===== config.mk =====
export PLATFORM = sky130hd
export DESIGN_NAME = inorderRetireBuf
export DESIGN_NICKNAME = d
export VERILOG_FILES = /design/src/rtl/retirePkg.sv /design/src/rtl/retireCtrl.sv /design/src/rtl/retireData.sv /design/src/rtl/inorderRetireBuf.sv
export SDC_FILE = /design/constraint.sdc
export NUM_CORES = 1
export LEC_CHECK = 0
export BUFFER_PORTS_ARGS = -buffer_cell sky130_fd_sc_hd__buf_4
export CORE_MARGIN = 1
export CORE_UTILIZATION = 25
export CTS_CLUSTER_SIZE = 40
export DETAILED_ROUTE_END_ITERATION = 10
export PLACE_DENSITY = 0.49
export SKIP_LAST_GASP = 1
export SYNTH_ARGS = -nofsm -noshare
export SYNTH_HDL_FRONTEND = slang
export SYNTH_HIERARCHICAL = 1
export SYNTH_SLANG_ARGS = --single-unit

===== constraint.sdc =====
create_clock -name clk -period 6.3 [get_ports clk]
set_clock_uncertainty 0.05 [all_clocks]
set_input_delay 0.63 -clock clk [delete_from_list [all_inputs] [get_ports clk]]
set_output_delay 0.63 -clock clk [all_outputs]
set_load 0.03 [all_outputs]

===== src/rtl/retirePkg.sv =====
package retirePkg;

  typedef enum logic [1:0] {
    KIND_REG    = 2'd0,
    KIND_STORE  = 2'd1,
    KIND_BRANCH = 2'd2,
    KIND_NOP    = 2'd3
  } instKindT;

  // strobes from the control to the datapath, one cycle's worth
  typedef struct packed {
    logic alloc;
    logic commit;
    logic flush;
  } retireStrobesT;

endpackage


===== src/rtl/retireCtrl.sv =====
module retireCtrl
  import retirePkg::*;
#(
  parameter int DEPTH = 8
) (
  input  logic                       clk,
  input  logic                       rstN,
  input  logic                       issueValid,
  input  logic                       headValid,
  input  logic                       headDone,
  input  instKindT                   headKind,
  input  logic                       headMisp,
  output retireStrobesT              strobes,
  output logic [$clog2(DEPTH)-1:0]   headIdx,
  output logic [$clog2(DEPTH)-1:0]   tailIdx,
  output logic                       issueReady
);

  localparam int IDX_W = $clog2(DEPTH);
  localparam int PTR_W = IDX_W + 1;

  logic [PTR_W-1:0] headPtr;
  logic [PTR_W-1:0] tailPtr;
  logic [PTR_W-1:0] count;
  logic             full;
  logic             doAlloc;
  logic             doCommit;
  logic             doFlush;

  always_comb begin
    full     = (headPtr[IDX_W] != tailPtr[IDX_W]) &&
               (headPtr[IDX_W-1:0] == tailPtr[IDX_W-1:0]);
    doCommit = headValid && headDone;
    doFlush  = doCommit && (headKind == KIND_BRANCH) && headMisp;
    doAlloc  = issueValid && !full && !doFlush;
    issueReady = !full && !doFlush;
    strobes  = '{alloc: doAlloc, commit: doCommit, flush: doFlush};
    headIdx  = headPtr[IDX_W-1:0];
    tailIdx  = tailPtr[IDX_W-1:0];
  end

  always_ff @(posedge clk) begin
    if (!rstN || doFlush) begin
      headPtr <= '0;
      tailPtr <= '0;
      count   <= '0;
    end else begin
      if (doAlloc)  tailPtr <= tailPtr + PTR_W'(1);
      if (doCommit) headPtr <= headPtr + PTR_W'(1);
      count <= count + PTR_W'(doAlloc) - PTR_W'(doCommit);
    end
  end

  assert_no_overflow_R3: assert property (@(posedge clk) disable iff (!rstN)
    count <= PTR_W'(DEPTH));

  assert_full_blocks_R3: assert property (@(posedge clk) disable iff (!rstN)
    (count == PTR_W'(DEPTH)) |-> !strobes.alloc);

  assert_ptr_count_R2: assert property (@(posedge clk) disable iff (!rstN)
    (tailPtr - headPtr) == count);

  assert_head_steps_R4: assert property (@(posedge clk) disable iff (!rstN)
    (strobes.commit && !strobes.flush) |=> headPtr == $past(headPtr) + PTR_W'(1));

  assert_flush_empties_R6: assert property (@(posedge clk) disable iff (!rstN)
    strobes.flush |=> (count == '0) && (headPtr == tailPtr));

endmodule


===== src/rtl/retireData.sv =====
module retireData
  import retirePkg::*;
#(
  parameter int DEPTH  = 8,
  parameter int REGS   = 32,
  parameter int DATA_W = 32
) (
  input  logic                       clk,
  input  logic                       rstN,
  input  retireStrobesT              strobes,
  input  logic [$clog2(DEPTH)-1:0]   headIdx,
  input  logic [$clog2(DEPTH)-1:0]   tailIdx,
  input  instKindT                   issueKind,
  input  logic [$clog2(REGS)-1:0]    issueDest,
  input  logic                       cmplValid,
  input  logic [$clog2(DEPTH)-1:0]   cmplTag,
  input  logic [DATA_W-1:0]          cmplValue,
  input  logic                       cmplMisp,
  input  logic [$clog2(REGS)-1:0]    lookupReg,
  output logic                       headValid,
  output logic                       headDone,
  output instKindT                   headKind,
  output logic                       headMisp,
  output logic [$clog2(REGS)-1:0]    headDest,
  output logic [DATA_W-1:0]          headValue,
  output logic                       lookupHit,
  output logic [$clog2(DEPTH)-1:0]   lookupTag,
  output logic                       lookupReady,
  output logic [DATA_W-1:0]          lookupValue
);

  localparam int IDX_W = $clog2(DEPTH);
  localparam int REG_W = $clog2(REGS);

  logic              entValid [DEPTH];
  logic              entDone  [DEPTH];
  instKindT          entKind  [DEPTH];
  logic [REG_W-1:0]  entDest  [DEPTH];
  logic [DATA_W-1:0] entValue [DEPTH];
  logic              entMisp  [DEPTH];

  logic              mapValid [REGS];
  logic [IDX_W-1:0]  mapTag   [REGS];

  // slot storage: one register group per slot
  for (genvar i = 0; i < DEPTH; i++) begin : gSlot
    logic isTail;
    logic isHead;
    logic isCmpl;
    assign isTail = strobes.alloc  && (tailIdx == IDX_W'(i));
    assign isHead = strobes.commit && (headIdx == IDX_W'(i));
    assign isCmpl = cmplValid && (cmplTag == IDX_W'(i)) && entValid[i];

    always_ff @(posedge clk) begin
      if (!rstN) begin
        entValid[i] <= 1'b0;
        entDone[i]  <= 1'b0;
        entKind[i]  <= KIND_NOP;
        entDest[i]  <= '0;
        entValue[i] <= '0;
        entMisp[i]  <= 1'b0;
      end else if (strobes.flush) begin
        entValid[i] <= 1'b0;
        entDone[i]  <= 1'b0;
      end else begin
        if (isTail) begin
          entValid[i] <= 1'b1;
          entDone[i]  <= 1'b0;
          entKind[i]  <= issueKind;
          entDest[i]  <= issueDest;
          entMisp[i]  <= 1'b0;
        end else if (isHead) begin
          entValid[i] <= 1'b0;
          entDone[i]  <= 1'b0;
        end
        if (isCmpl) begin
          entDone[i]  <= 1'b1;
          entValue[i] <= cmplValue;
          entMisp[i]  <= cmplMisp;
        end
      end
    end

    assert_idle_not_done_R10: assert property (@(posedge clk) disable iff (!rstN)
      !entValid[i] |-> !entDone[i]);
  end

  // newest-writer map: one entry per architectural register
  for (genvar r = 0; r < REGS; r++) begin : gMap
    logic setMap;
    logic dropMap;
    assign setMap  = strobes.alloc && (issueKind == KIND_REG) &&
                     (issueDest == REG_W'(r));
    assign dropMap = strobes.commit && (headKind == KIND_REG) &&
                     (headDest == REG_W'(r)) && mapValid[r] &&
                     (mapTag[r] == headIdx);

    always_ff @(posedge clk) begin
      if (!rstN || strobes.flush) begin
        mapValid[r] <= 1'b0;
        mapTag[r]   <= '0;
      end else if (setMap) begin
        mapValid[r] <= 1'b1;
        mapTag[r]   <= tailIdx;
      end else if (dropMap) begin
        mapValid[r] <= 1'b0;
      end
    end

    assert_map_names_live_R9: assert property (@(posedge clk) disable iff (!rstN)
      mapValid[r] |-> entValid[mapTag[r]]);
  end

  always_comb begin
    headValid   = entValid[headIdx];
    headDone    = entDone[headIdx];
    headKind    = entKind[headIdx];
    headMisp    = entMisp[headIdx];
    headDest    = entDest[headIdx];
    headValue   = entValue[headIdx];
    lookupHit   = mapValid[lookupReg];
    lookupTag   = mapTag[lookupReg];
    lookupReady = mapValid[lookupReg] && entDone[mapTag[lookupReg]];
    lookupValue = entValue[mapTag[lookupReg]];
  end

  assert_commit_done_R4: assert property (@(posedge clk) disable iff (!rstN)
    strobes.commit |-> entValid[headIdx] && entDone[headIdx]);

  assert_stray_ignored_R10: assert property (@(posedge clk) disable iff (!rstN)
    (cmplValid && !entValid[cmplTag]) |=> !entDone[$past(cmplTag)]);

endmodule


===== src/rtl/inorderRetireBuf.sv =====
module inorderRetireBuf
  import retirePkg::*;
#(
  parameter int DEPTH  = 8,
  parameter int REGS   = 32,
  parameter int DATA_W = 32
) (
  input  logic                      clk,
  input  logic                      rstN,
  input  logic                      issueValid,
  input  logic [1:0]                issueKind,
  input  logic [$clog2(REGS)-1:0]   issueDest,
  output logic                      issueReady,
  output logic [$clog2(DEPTH)-1:0]  issueTag,
  input  logic                      cmplValid,
  input  logic [$clog2(DEPTH)-1:0]  cmplTag,
  input  logic [DATA_W-1:0]         cmplValue,
  input  logic                      cmplMispredict,
  output logic                      commitRegValid,
  output logic [$clog2(REGS)-1:0]   commitRegIdx,
  output logic [DATA_W-1:0]         commitRegValue,
  output logic                      commitStoreValid,
  output logic [$clog2(REGS)-1:0]   commitStoreAddr,
  output logic [DATA_W-1:0]         commitStoreValue,
  output logic                      flushOut,
  input  logic [$clog2(REGS)-1:0]   lookupReg,
  output logic                      lookupHit,
  output logic [$clog2(DEPTH)-1:0]  lookupTag,
  output logic                      lookupReady,
  output logic [DATA_W-1:0]         lookupValue
);

  localparam int IDX_W = $clog2(DEPTH);
  localparam int REG_W = $clog2(REGS);

  retireStrobesT     strobes;
  logic [IDX_W-1:0]  headIdx;
  logic [IDX_W-1:0]  tailIdx;
  logic              headValid;
  logic              headDone;
  instKindT          headKind;
  logic              headMisp;
  logic [REG_W-1:0]  headDest;
  logic [DATA_W-1:0] headValue;

  retireCtrl #(.DEPTH(DEPTH)) ctrl_i (
    .clk        (clk),
    .rstN       (rstN),
    .issueValid (issueValid),
    .headValid  (headValid),
    .headDone   (headDone),
    .headKind   (headKind),
    .headMisp   (headMisp),
    .strobes    (strobes),
    .headIdx    (headIdx),
    .tailIdx    (tailIdx),
    .issueReady (issueReady)
  );

  retireData #(.DEPTH(DEPTH), .REGS(REGS), .DATA_W(DATA_W)) data_i (
    .clk         (clk),
    .rstN        (rstN),
    .strobes     (strobes),
    .headIdx     (headIdx),
    .tailIdx     (tailIdx),
    .issueKind   (instKindT'(issueKind)),
    .issueDest   (issueDest),
    .cmplValid   (cmplValid),
    .cmplTag     (cmplTag),
    .cmplValue   (cmplValue),
    .cmplMisp    (cmplMispredict),
    .lookupReg   (lookupReg),
    .headValid   (headValid),
    .headDone    (headDone),
    .headKind    (headKind),
    .headMisp    (headMisp),
    .headDest    (headDest),
    .headValue   (headValue),
    .lookupHit   (lookupHit),
    .lookupTag   (lookupTag),
    .lookupReady (lookupReady),
    .lookupValue (lookupValue)
  );

  always_comb begin
    issueTag         = tailIdx;
    commitRegValid   = strobes.commit && (headKind == KIND_REG);
    commitRegIdx     = headDest;
    commitRegValue   = headValue;
    commitStoreValid = strobes.commit && (headKind == KIND_STORE);
    commitStoreAddr  = headDest;
    commitStoreValue = headValue;
    flushOut         = strobes.flush;
  end

  assert_one_port_R5: assert property (@(posedge clk) disable iff (!rstN)
    $onehot0({commitRegValid, commitStoreValid, flushOut}));

endmodule


==> metrics.txt <==
status complete, no violations; most common cell after layout, fill and taps aside edfxtp_1; clock latency on the worst-skew pair 0.64 ns; total grt overflow 0; DRT iter0 DRCs 1304; cell row count 118; final setup TNS 0 ns; antenna violations before repair 3; Inst Count DP 3356; Post-Syn Area per Cell 13.4 um2; max-cap viol count 0; maximum fanout along the worst path 48; vias per inst 4.85; setup slack, reg-to-reg 1.39 ns; TritonRoute pass-1 iters 5; DP Wirelength 50900 um; IO Pins 170; clock sink count 472; Post-CTS Setup Bufs 0; mapped cell area 0.0263 mm2; Design Power 8.00 mW; die height 326 um; Pwr Density 264 mW/mm2; worst path bufs/invs 3; Final period util 82.0%; top area cells in the synthesized netlist edfxtp_1 (53%), mux4_2 (9.5%), mux2i_1 (7.9%); commonest non-fill, non-tap cells in the layout edfxtp_1 (461), and2_1 (263), mux2i_1 (207), buf_4 (205), and3_1 (112); clk buf depth 3; CP endpoint kind primary output; clock buffers created by TritonCTS 55; first-pass GRT wire length 121000 um; Max Fclk 194 MHz; Worst setup SP type flop; routed via count 16800; DRC viols 0; fin crit period 5.17 ns; WHS Path Cells 3; Port-buffer cells 169; Hold Path Origin cmplMispredict; VDD IR max 0.000186 V; average wire per standard cell 24.0 um; most used cell, CP buf_4; Routed Wire Length 83000 um; Fillers 10600; Mapped Nets 2010; Yosys top cell by area edfxtp_1; Slew Viols, Final 0; CP Class flop to primary output; area delta synth->final 15.1%; H-tree Lvls 2; total core area 0.104 mm2; Post-synth top flop edfxtp_1; Detail Route Antenna Nets 0; count of cell types in the netlist 54; critical-path cell list buf_4, buf_4, mux4_2, mux2_2, buf_4; Final GP Congestion 0.797; Die ar. 0.106 mm2; Critical R2R Launch ctrl_i/headPtr[0]; pin count of the biggest net entering global routing 134; worst path required time 5.62 ns; Max stage delay on crit path 0.94 ns; top cell type's share of synthesized area 52.7%; non-filler cells, final 3458; CTS tree done; Top delay family on crit path buffers and inverters; Reg clk slew, reported paths 0.06 ns; Initial Utilization 25.3%; nets 2087; Mapped Cells 1956; Worst Hold End data_i/entMisp[4]; crit path DAT 4.49 ns; Slew @ Worst Pin 1.36 ns; total track usage 15.4%; layout cell share with drive strength beyond 1 25.6%; Synth Register Bits 472; Crit path depth 5; Final Core Density 29.1%; RSZ-0062 raised after global routing no; die width 326 um; final-report hold violation count 0; Worst slew margin 8.82%; reg2reg path depth 10; Root Driver clkbuf_16; final setup violation count 0; DP Area 0.0286 mm2; Post-synth EDFFs 461; Critical Path Slowest Stage Cell buf_4; post-synthesis sequential area ratio 53.5%; Async SR Flop Fraction 0%; reg2reg end data_i/entValue[1][21]; vias in the first global route 17600; post-CTS sizing 0; worst min path class input port to flop; Leakage 11.2 nW; Synth warnings 6; crit path from ctrl_i/headPtr[0]; Post-CTS Hold Fix Bufs 0; Final Instance Area 0.0303 mm2
-- Yosys cell counts (6+ instances only) --
master,number
dfxtp_1,11
and3_1,112
nor2b_1,7
buf_1,15
mux2_4,9
edfxtp_1,461
buf_4,52
o21ai_0,46
nand4_1,38
mux2i_1,207
mux4_2,111
and2_1,263
nor3_1,61
mux2_2,63
or3_1,13
xor2_1,17
buf_2,17
or2_2,39
nand2b_1,27
xnor2_1,86
o221ai_1,7
nand3_1,20
nand2_1,39
o21bai_1,6
a21oi_1,8
nor2_1,68
clkbuf_1,87
buf_6,9
mux4_1,7
inv_1,10
-- metrics by stage --
stage                     setup WS (ns)  hold WS [ns]
final                              1.13         0.204
after global routing              0.821         0.213
after CTS                         0.927         0.152
after detailed placement           1.24         0.421
after global placement             1.30         0.406
after floorplan                    1.81         0.383
-- cell families (layout without fill, tap and decap cells) --
kind of cell / Yosys count / in the layout / share of synthesized area (%)
compound gates: 75 / 75 / 1.68
other cells: 0 / 2 / 0
simple gates: 703 / 703 / 15.5
mux: 400 / 400 / 21.5
xor+xnor: 103 / 103 / 3.43
buf+inv: 201 / 321 / 4.29
flops: 472 / 472 / 53.5
fa+ha+maj: 2 / 2 / 0.0952
-- registers in the layout (all words and copies together) (netlist names) --
name / flops
data_i/entValue: 256
data_i/mapTag: 96
data_i/entDest: 40
data_i/mapValid: 32
data_i/entKind: 16
data_i/entDone: 8
data_i/entMisp: 8
data_i/entValid: 8
ctrl_i/headPtr: 4
ctrl_i/tailPtr: 4
-- how the worst max path moves through the flow --
| stage | slack (ns) | end |
|---|---|---|
| detailed placement | 1.24 | data_i/entValue[1][23] |
| global route | 0.82 | commitRegValue[28] |
| finish | 1.13 | commitRegValue[28] |
| global placement | 1.30 | data_i/entValue[3][27] |
| CTS | 0.93 | commitRegValue[28] |
| floorplan | 1.81 | data_i/entValue[6][0] |
-- worst reg2reg max path: cells and delay by family (launching register included) --
family	cells	cell delay, ns
simple gates	5	2.26
flops	1	0.75
buf+inv	3	0.74
mux	2	0.82
-- area by class of cell --
cell class              count  area, um2  area share (%)
inverters                  14       52.6           0.174
flip-flops and latches    472      14100            46.5
repair buffers            207       1580            5.22
diodes                      2       5.00          0.0165
well taps                1380       1730            5.70
multi-input cells        1283      11100            36.8
clock inverters            34        265           0.876
clock buffers              66       1420            4.68
-- power breakdown --
group / switching [mW] / total, mW / internal (mW)
Clock: 1.34 / 3.03 / 1.69
Combinational: 0.802 / 1.34 / 0.533
Sequential: 0.0798 / 3.64 / 3.56
-- routing by layer --
metal	vias to the layer above	routed length (um)	track usage, %
met5	-	13	0
met4	2	2090	4.19
met3	125	4440	2.23
met2	527	41000	26.8
met1	8673	35500	19.8
li1	7453	-	-
Note: power is estimated with default switching activity, not from simulation.
